<file path="config.mk">
export PLATFORM = sky130hd
export DESIGN_NAME = swq_doorbell
export DESIGN_NICKNAME = d
export VERILOG_FILES = /design/src/rtl/swq_pkg.sv /design/src/rtl/swq_enq_fsm.sv /design/src/rtl/swq_cmp_slot.sv /design/src/rtl/swq_doorbell.sv
export SDC_FILE = /design/constraint.sdc
export NUM_CORES = 1
export LEC_CHECK = 0
export BUFFER_PORTS_ARGS = -buffer_cell sky130_fd_sc_hd__buf_2
export CAP_MARGIN = 10
export CORE_ASPECT_RATIO = 1.25
export CORE_MARGIN = 2
export CORE_UTILIZATION = 52
export DETAILED_ROUTE_END_ITERATION = 16
export HOLD_SLACK_MARGIN = 0.06
export PLACE_DENSITY = 0.94
export SLEW_MARGIN = 20
export SYNTH_ARGS = -nofsm -noshare
export SYNTH_HDL_FRONTEND = slang
export SYNTH_SLANG_ARGS = --single-unit
</file>
<file path="constraint.sdc">
create_clock -name clk -period 2.79 [get_ports clk]
set_input_delay 0 -clock clk [delete_from_list [all_inputs] [get_ports clk]]
set_output_delay 0 -clock clk [all_outputs]
set_load 0.05 [all_outputs]
</file>
<file path="src/rtl/swq_pkg.sv">
package swq_pkg;

    typedef enum logic {
        ENQ_IDLE = 1'b0,
        ENQ_PEND = 1'b1
    } enq_state_e;

    typedef enum logic {
        SLOT_EMPTY = 1'b0,
        SLOT_FULL  = 1'b1
    } slot_state_e;

endpackage

</file>
<file path="src/rtl/swq_enq_fsm.sv">
module swq_enq_fsm
    import swq_pkg::*;
#(
    parameter int DATA_W = 32,
    parameter int TYPE_W = 7
) (
    input  logic                        clk,
    input  logic                        rst_n,
    input  logic                        wr_en,
    input  logic [DATA_W-1:0]           wdata,
    input  logic                        req_ready,
    output logic                        req_valid,
    output logic [DATA_W-TYPE_W-1:0]    req_addr,
    output logic [TYPE_W-1:0]           req_ctype,
    output logic                        type_err,
    output logic                        ovr_flag
);
    localparam int AW = DATA_W - TYPE_W;

    enq_state_e state_q, state_d;

    logic [AW-1:0]     wr_addr;
    logic [TYPE_W-1:0] wr_type;
    logic              type_legal;
    logic              wr_ok;
    logic              err_q;
    logic              ovr_q;
    logic [AW-1:0]     addr_q;
    logic [TYPE_W-1:0] type_q;

    assign wr_addr    = wdata[DATA_W-1:TYPE_W];
    assign wr_type    = wdata[TYPE_W-1:0];
    // legal codes: all zeros (normal) or all ones (rate-managed)
    assign type_legal = (wr_type == '0) || (wr_type == '1);
    assign wr_ok      = type_legal && (wr_addr != '0);

    // state register
    always_ff @(posedge clk) begin
        if (!rst_n) state_q <= ENQ_IDLE;
        else        state_q <= state_d;
    end

    // transitions: ACCEPT_WRITE and HANDOFF
    always_comb begin
        state_d = state_q;
        unique case (state_q)
            ENQ_IDLE: if (wr_en && wr_ok) state_d = ENQ_PEND;
            ENQ_PEND: if (req_ready)      state_d = ENQ_IDLE;
        endcase
    end

    // held request fields and flags
    always_ff @(posedge clk) begin
        if (!rst_n) begin
            addr_q <= '0;
            type_q <= '0;
            err_q  <= 1'b0;
            ovr_q  <= 1'b0;
        end else begin
            err_q <= 1'b0;
            unique case (state_q)
                ENQ_IDLE: begin
                    if (wr_en && wr_ok) begin
                        addr_q <= wr_addr;
                        type_q <= wr_type;
                    end
                    err_q <= wr_en && !wr_ok;
                end
                ENQ_PEND: begin
                    if (wr_en) ovr_q <= 1'b1;
                end
            endcase
        end
    end

    assign req_valid = (state_q == ENQ_PEND);
    assign req_addr  = addr_q;
    assign req_ctype = type_q;
    assign type_err  = err_q;
    assign ovr_flag  = ovr_q;

endmodule

</file>
<file path="src/rtl/swq_cmp_slot.sv">
module swq_cmp_slot
    import swq_pkg::*;
#(
    parameter int AW = 25
) (
    input  logic          clk,
    input  logic          rst_n,
    input  logic          cmp_valid,
    input  logic [AW-1:0] cmp_addr,
    input  logic          rd_clr,
    output logic          cmp_ready,
    output logic          full,
    output logic [AW-1:0] slot_addr
);
    slot_state_e state_q, state_d;
    logic [AW-1:0] addr_q;

    // state register
    always_ff @(posedge clk) begin
        if (!rst_n) state_q <= SLOT_EMPTY;
        else        state_q <= state_d;
    end

    // transitions: POST and DRAIN
    always_comb begin
        state_d = state_q;
        unique case (state_q)
            SLOT_EMPTY: if (cmp_valid) state_d = SLOT_FULL;
            SLOT_FULL:  if (rd_clr)    state_d = SLOT_EMPTY;
        endcase
    end

    always_ff @(posedge clk) begin
        if (!rst_n)                                 addr_q <= '0;
        else if (state_q == SLOT_EMPTY && cmp_valid) addr_q <= cmp_addr;
    end

    assign cmp_ready = (state_q == SLOT_EMPTY);
    assign full      = (state_q == SLOT_FULL);
    assign slot_addr = addr_q;

endmodule

</file>
<file path="src/rtl/swq_doorbell.sv">
module swq_doorbell #(
    parameter int DATA_W = 32,
    parameter int TYPE_W = 7
) (
    input  logic                     clk,
    input  logic                     rst_n,
    input  logic                     bus_wr,
    input  logic                     bus_rd,
    input  logic                     bus_sel,
    input  logic [DATA_W-1:0]        bus_wdata,
    output logic [DATA_W-1:0]        bus_rdata,
    output logic                     req_valid,
    input  logic                     req_ready,
    output logic [DATA_W-TYPE_W-1:0] req_addr,
    output logic [TYPE_W-1:0]        req_ctype,
    input  logic                     cmp_valid,
    output logic                     cmp_ready,
    input  logic [DATA_W-TYPE_W-1:0] cmp_addr,
    output logic                     type_err,
    output logic                     ovr_flag
);
    localparam int AW = DATA_W - TYPE_W;

    logic          enq_wr;
    logic          slot_clr;
    logic          slot_full;
    logic [AW-1:0] slot_addr;
    logic [DATA_W-1:0] rdata_q;

    assign enq_wr   = bus_wr && !bus_sel;
    assign slot_clr = bus_rd && bus_sel;

    swq_enq_fsm #(.DATA_W(DATA_W), .TYPE_W(TYPE_W)) u_enq (
        .clk       (clk),
        .rst_n     (rst_n),
        .wr_en     (enq_wr),
        .wdata     (bus_wdata),
        .req_ready (req_ready),
        .req_valid (req_valid),
        .req_addr  (req_addr),
        .req_ctype (req_ctype),
        .type_err  (type_err),
        .ovr_flag  (ovr_flag)
    );

    swq_cmp_slot #(.AW(AW)) u_slot (
        .clk       (clk),
        .rst_n     (rst_n),
        .cmp_valid (cmp_valid),
        .cmp_addr  (cmp_addr),
        .rd_clr    (slot_clr),
        .cmp_ready (cmp_ready),
        .full      (slot_full),
        .slot_addr (slot_addr)
    );

    // registered read mux: data is the register state before the strobe edge
    always_ff @(posedge clk) begin
        if (!rst_n) begin
            rdata_q <= '0;
        end else if (bus_rd) begin
            if (!bus_sel)
                rdata_q <= req_valid ? {req_addr, req_ctype} : '0;
            else
                rdata_q <= slot_full ? {slot_addr, {(TYPE_W-1){1'b0}}, 1'b1} : '0;
        end
    end

    assign bus_rdata = rdata_q;

endmodule

</file>
==> impl_results.md <==
* Run status: completed
* CP Max Fanout at 8
* Most frequent cell after synthesis: dfxtp_1
* Gate Count Post-Synth at 393
* Setup violators final at 0
* Share of Yosys cell area claimed by the top area cell type at ~53%
* Total detailed-routing wirelength at roughly 12000 µm
* Largest net degree at the start of global routing at 42
* Minimum setup slack after placement at approximately 940 ps
* Crit path kind: in -> reg
* Cell taking the most area after synthesis: dfxtp_1
* Beginning of the worst hold path: bus_wdata[5]
* First-pass GRT wire length at roughly 18000 µm
* Part of the total power dissipated in sequential elements at about 56%
* Fraction of power consumed by combinational cells at a little over a tenth
* Overall die area at roughly 7400 µm²
* Average routed wire per standard cell at roughly 18 µm
* Number of buffers on the longest clock path at 2
* Most area-consuming cells after synthesis: dfxtp_1 (53%), a21oi_1 (7.2%), a222oi_1 (7.2%)
* Routed via count divided by cell count at between 5 and 6
* Layout-stage area growth over the synthesis result at 40.5%
* Peak VDD IR at roughly 0.45 mV
* Sw Ratio at 26.1%
* Fraction of synthesized area in multiplexers at 2.01%
* Routability congestion estimate from global placement at 0.810
* HPWL Detailed at about 6700 µm
* Initial cell density of the core at a little over half
* Aggregate negative setup slack at 0 ps
* Critical Path Max Stage Delay at 570 ps
* GR met2 Demand/Resource at 57.2%
* Post-route worst hold slack at between 80 and 90 ps
* Fin. max-slew vios at 0
* Net switching power of the design at around 0.64 mW
* Cell seen most often among critical-path stages: dlygate4sd3_1
* Clock sink count at 93
* Vias in the first global route at 3821
* Class of the tightest hold or removal check: in -> reg
* Worst-path clk slew at around 90 ps
* Synthesized net count at approximately 460
* Critical-path cell list: dlygate4sd3_1, buf_2, nor4_1, nand4_1, nor2_1, nor2_4, o21a_1, dlygate4sd3_1
* Detailed Route Iter0 Violations at between 300 and 400
* Leakage dissipation at 2.06 nW
* Final min period at ~2200 ps
* Die outline width at between 70 and 80 µm
* PwrDens at roughly 500 nW/µm²
* Setup repair after global routing missed its margin: no
* Share of the synthesized area in compound gates (AO/OA/AOI/OAI) at ~21%
* Worst-margin pin slew at between 900 and 1000 ps
* CP Launch Type: input pin
* Detailed-route DRC error count at 0
* Number of H-tree levels at 3
* Post-Synthesis Mean Instance Area at slightly below 9 µm²
* Dominant combinational cell family by area after synthesis: compound AO/OA/AOI/OAI gates
* Die Y-Extent at roughly 95 µm
* YS warnings at 0
* Worst path arrival time at 2440 ps
* PortBufs at 131
* Post-synthesis simple-gate area fraction at a little under a fifth
* Power share of the clock group at 33.5%
* Sequential share of the synthesized area at between 50% and 60%
* Fraction of layout instances using a drive strength above 1 at between 20 and 30%
* Area of the mapped netlist at about 3500 µm²
* Worst setup skew after layout at 6.89 ps
* Count of maximum capacitance violations at 0
* Launching instance or port of the critical path: bus_wdata[31]
* Number of antenna violations at the first check in global routing at 0
* Total congestion overflow at 0
* Pre-antenna DRT Iters at 6
* Normalized max-slew margin at between 30% and 40%
* Most used routing layer in global routing: met2
* Filler cell count at roughly 470
* Power Internal at ~1.8 mW
* Post-layout worst setup margin at about 600 ps
* Category of the worst setup path capture point: flip-flop
* Final period utilization at between 70% and 80%
* Reg-to-reg startpoint: u_enq.req_valid$_SDFF_PN0_
* Clock latency reported for the late side of the worst-skew pair at 350 ps
* All-layer global routing usage at between 30% and 40%
* Io pins at ~130
* Adder-cell share of the synthesized area at 0%
* Crit path max-delay cell type: dlygate4sd3_1
* Global Route met3 Usage at 6.91%
* Number of register bits inferred by synthesis at 93
* F_max at about 0.45 GHz
* Buffer type at the clock tree root: clkbuf_8
* Xor and xnor area share after synthesis at 0%
* Nets@finish at between 600 and 700
* Final Hold Viols at 0
* Met1 layer usage reported by global route at roughly 33%
* Multi-input logic area at 1440 µm²
* Detailed-route via count at 3874
* Number of nets with antenna violations after detailed routing at 0
* Area of the placeable core at between 6000 and 7000 µm²
* EDFF count, synth at 0
* Site Rows at 33
* Post-CTS setup buffers at 0
* Dominant synthesized flop cell: dfxtp_1
* Commonest cells post-synth: dfxtp_1 (93), nand2_1 (60), a21oi_1 (50)
* TritonCTS clock tree: built
* TritonCTS Buffers at 9
* Share of async-settable or async-resettable flops after synthesis at 0%
* Critical Path RT at slightly above 3000 ps
* Footprint of the flip-flops and latches at 1860 µm²
* Synth cell types at 31
-- critical path, delay by kind of cell --
kind,cells,cell delay (ps)
AND/OR/NAND/NOR,4,980
AO/OA/AOI/OAI,1,200
buffers and inverters,3,1250
-- registers in the layout, indices dropped and copies added (netlist names) --
signal	flops
bus_rdata	32
u_enq.req_addr	25
u_enq.req_valid	1
u_enq.type_err	1
u_slot.slot_addr	25
u_enq.req_ctype	7
u_enq.ovr_flag	1
u_slot.full	1
-- stage by stage --
| step | power (mW) | instances | util [%] | area [µm²] |
|---|---|---|---|---|
| after floorplan | 1.51 | 393 | - | 3480 |
| final | 2.47 | 658 | 75.0 | 4890 |
| after detailed placement | 1.60 | 584 | 63.3 | 4130 |
| after CTS | 2.46 | 657 | 74.9 | 4890 |
| after global placement | 1.59 | 584 | 63.3 | 4130 |
| after global routing | 2.56 | 657 | 74.9 | 4890 |
-- layout make-up --
class,instances,area share [%]
Clock inverter,6,0.998
Antenna cell,1,0.0512
Clock buffer,10,2.81
Inverter,4,0.307
Timing Repair Buffer,195,26.2
Multi-Input combinational cell,262,29.4
Tap cell,87,2.23
Sequential cell,93,38.1
-- power groups by stage --
stage / Sequential (mW) / Clock (mW) / Combinational (mW)
floorplan: 1.41 / 0 / 0.0984
global placement: 1.40 / 0 / 0.191
detailed placement: 1.40 / 0 / 0.197
CTS: 1.37 / 0.838 / 0.258
global route: 1.37 / 0.903 / 0.289
finish: 1.37 / 0.827 / 0.269
-- path summary, 6_finish.rpt --
| check | end | slack, ps | depth (start not counted) |
|---|---|---|---|
| worst max-delay path | u_enq.req_valid$_SDFF_PN0_ | 590 | 8 |
| worst min-delay path | u_enq.req_ctype[6]$_SDFFE_PN0P_ | 90 | 3 |
| worst max register to register | u_enq.req_valid$_SDFF_PN0_ | 600 | 7 |
| worst min register to register | u_slot.slot_addr[1]$_SDFFE_PN0P_ | 460 | 2 |
-- timing repair --
action | in CTS | in global routing
gates resized for setup | 0 | 0
endpoints found under the hold margin | 60 | 0
hold buffers | 57 | 0
-- metal layers --
metal | part of all wire [%] | vias up
met3 | 6.5 | 45
met2 | 53 | 218
met1 | 36 | 1849
met4 | 4.3 | 0
met5 | 0 | -
li1 | - | 1762
-- layout by cell type (no fill, tap or decap), drive strengths merged --
cell type,n
buf,138
dfxtp,93
nand2,60
dlygate4sd3,57
a21oi,50
nor2,39
nand3,27
o21ai,27
a222oi,25
clkbuf,10
mux2i,7
a22oi,6
nor4,6
clkinv,4
clkinvlp,3
inv,3
nor3,3
nand4,2
nor2b,2
diode,1
and3,1
a221oi,1
or4,1
and2,1
o22ai,1
o22a,1
a31oi,1
o21a,1
-- cells by family after synthesis --
group,count (synthesis)
AO/OA/AOI/OAI,113
multiplexers,7
buffers and inverters,38
AND/OR/NAND/NOR,142
flip-flops,93
Note: power is estimated with default switching activity, not from simulation.
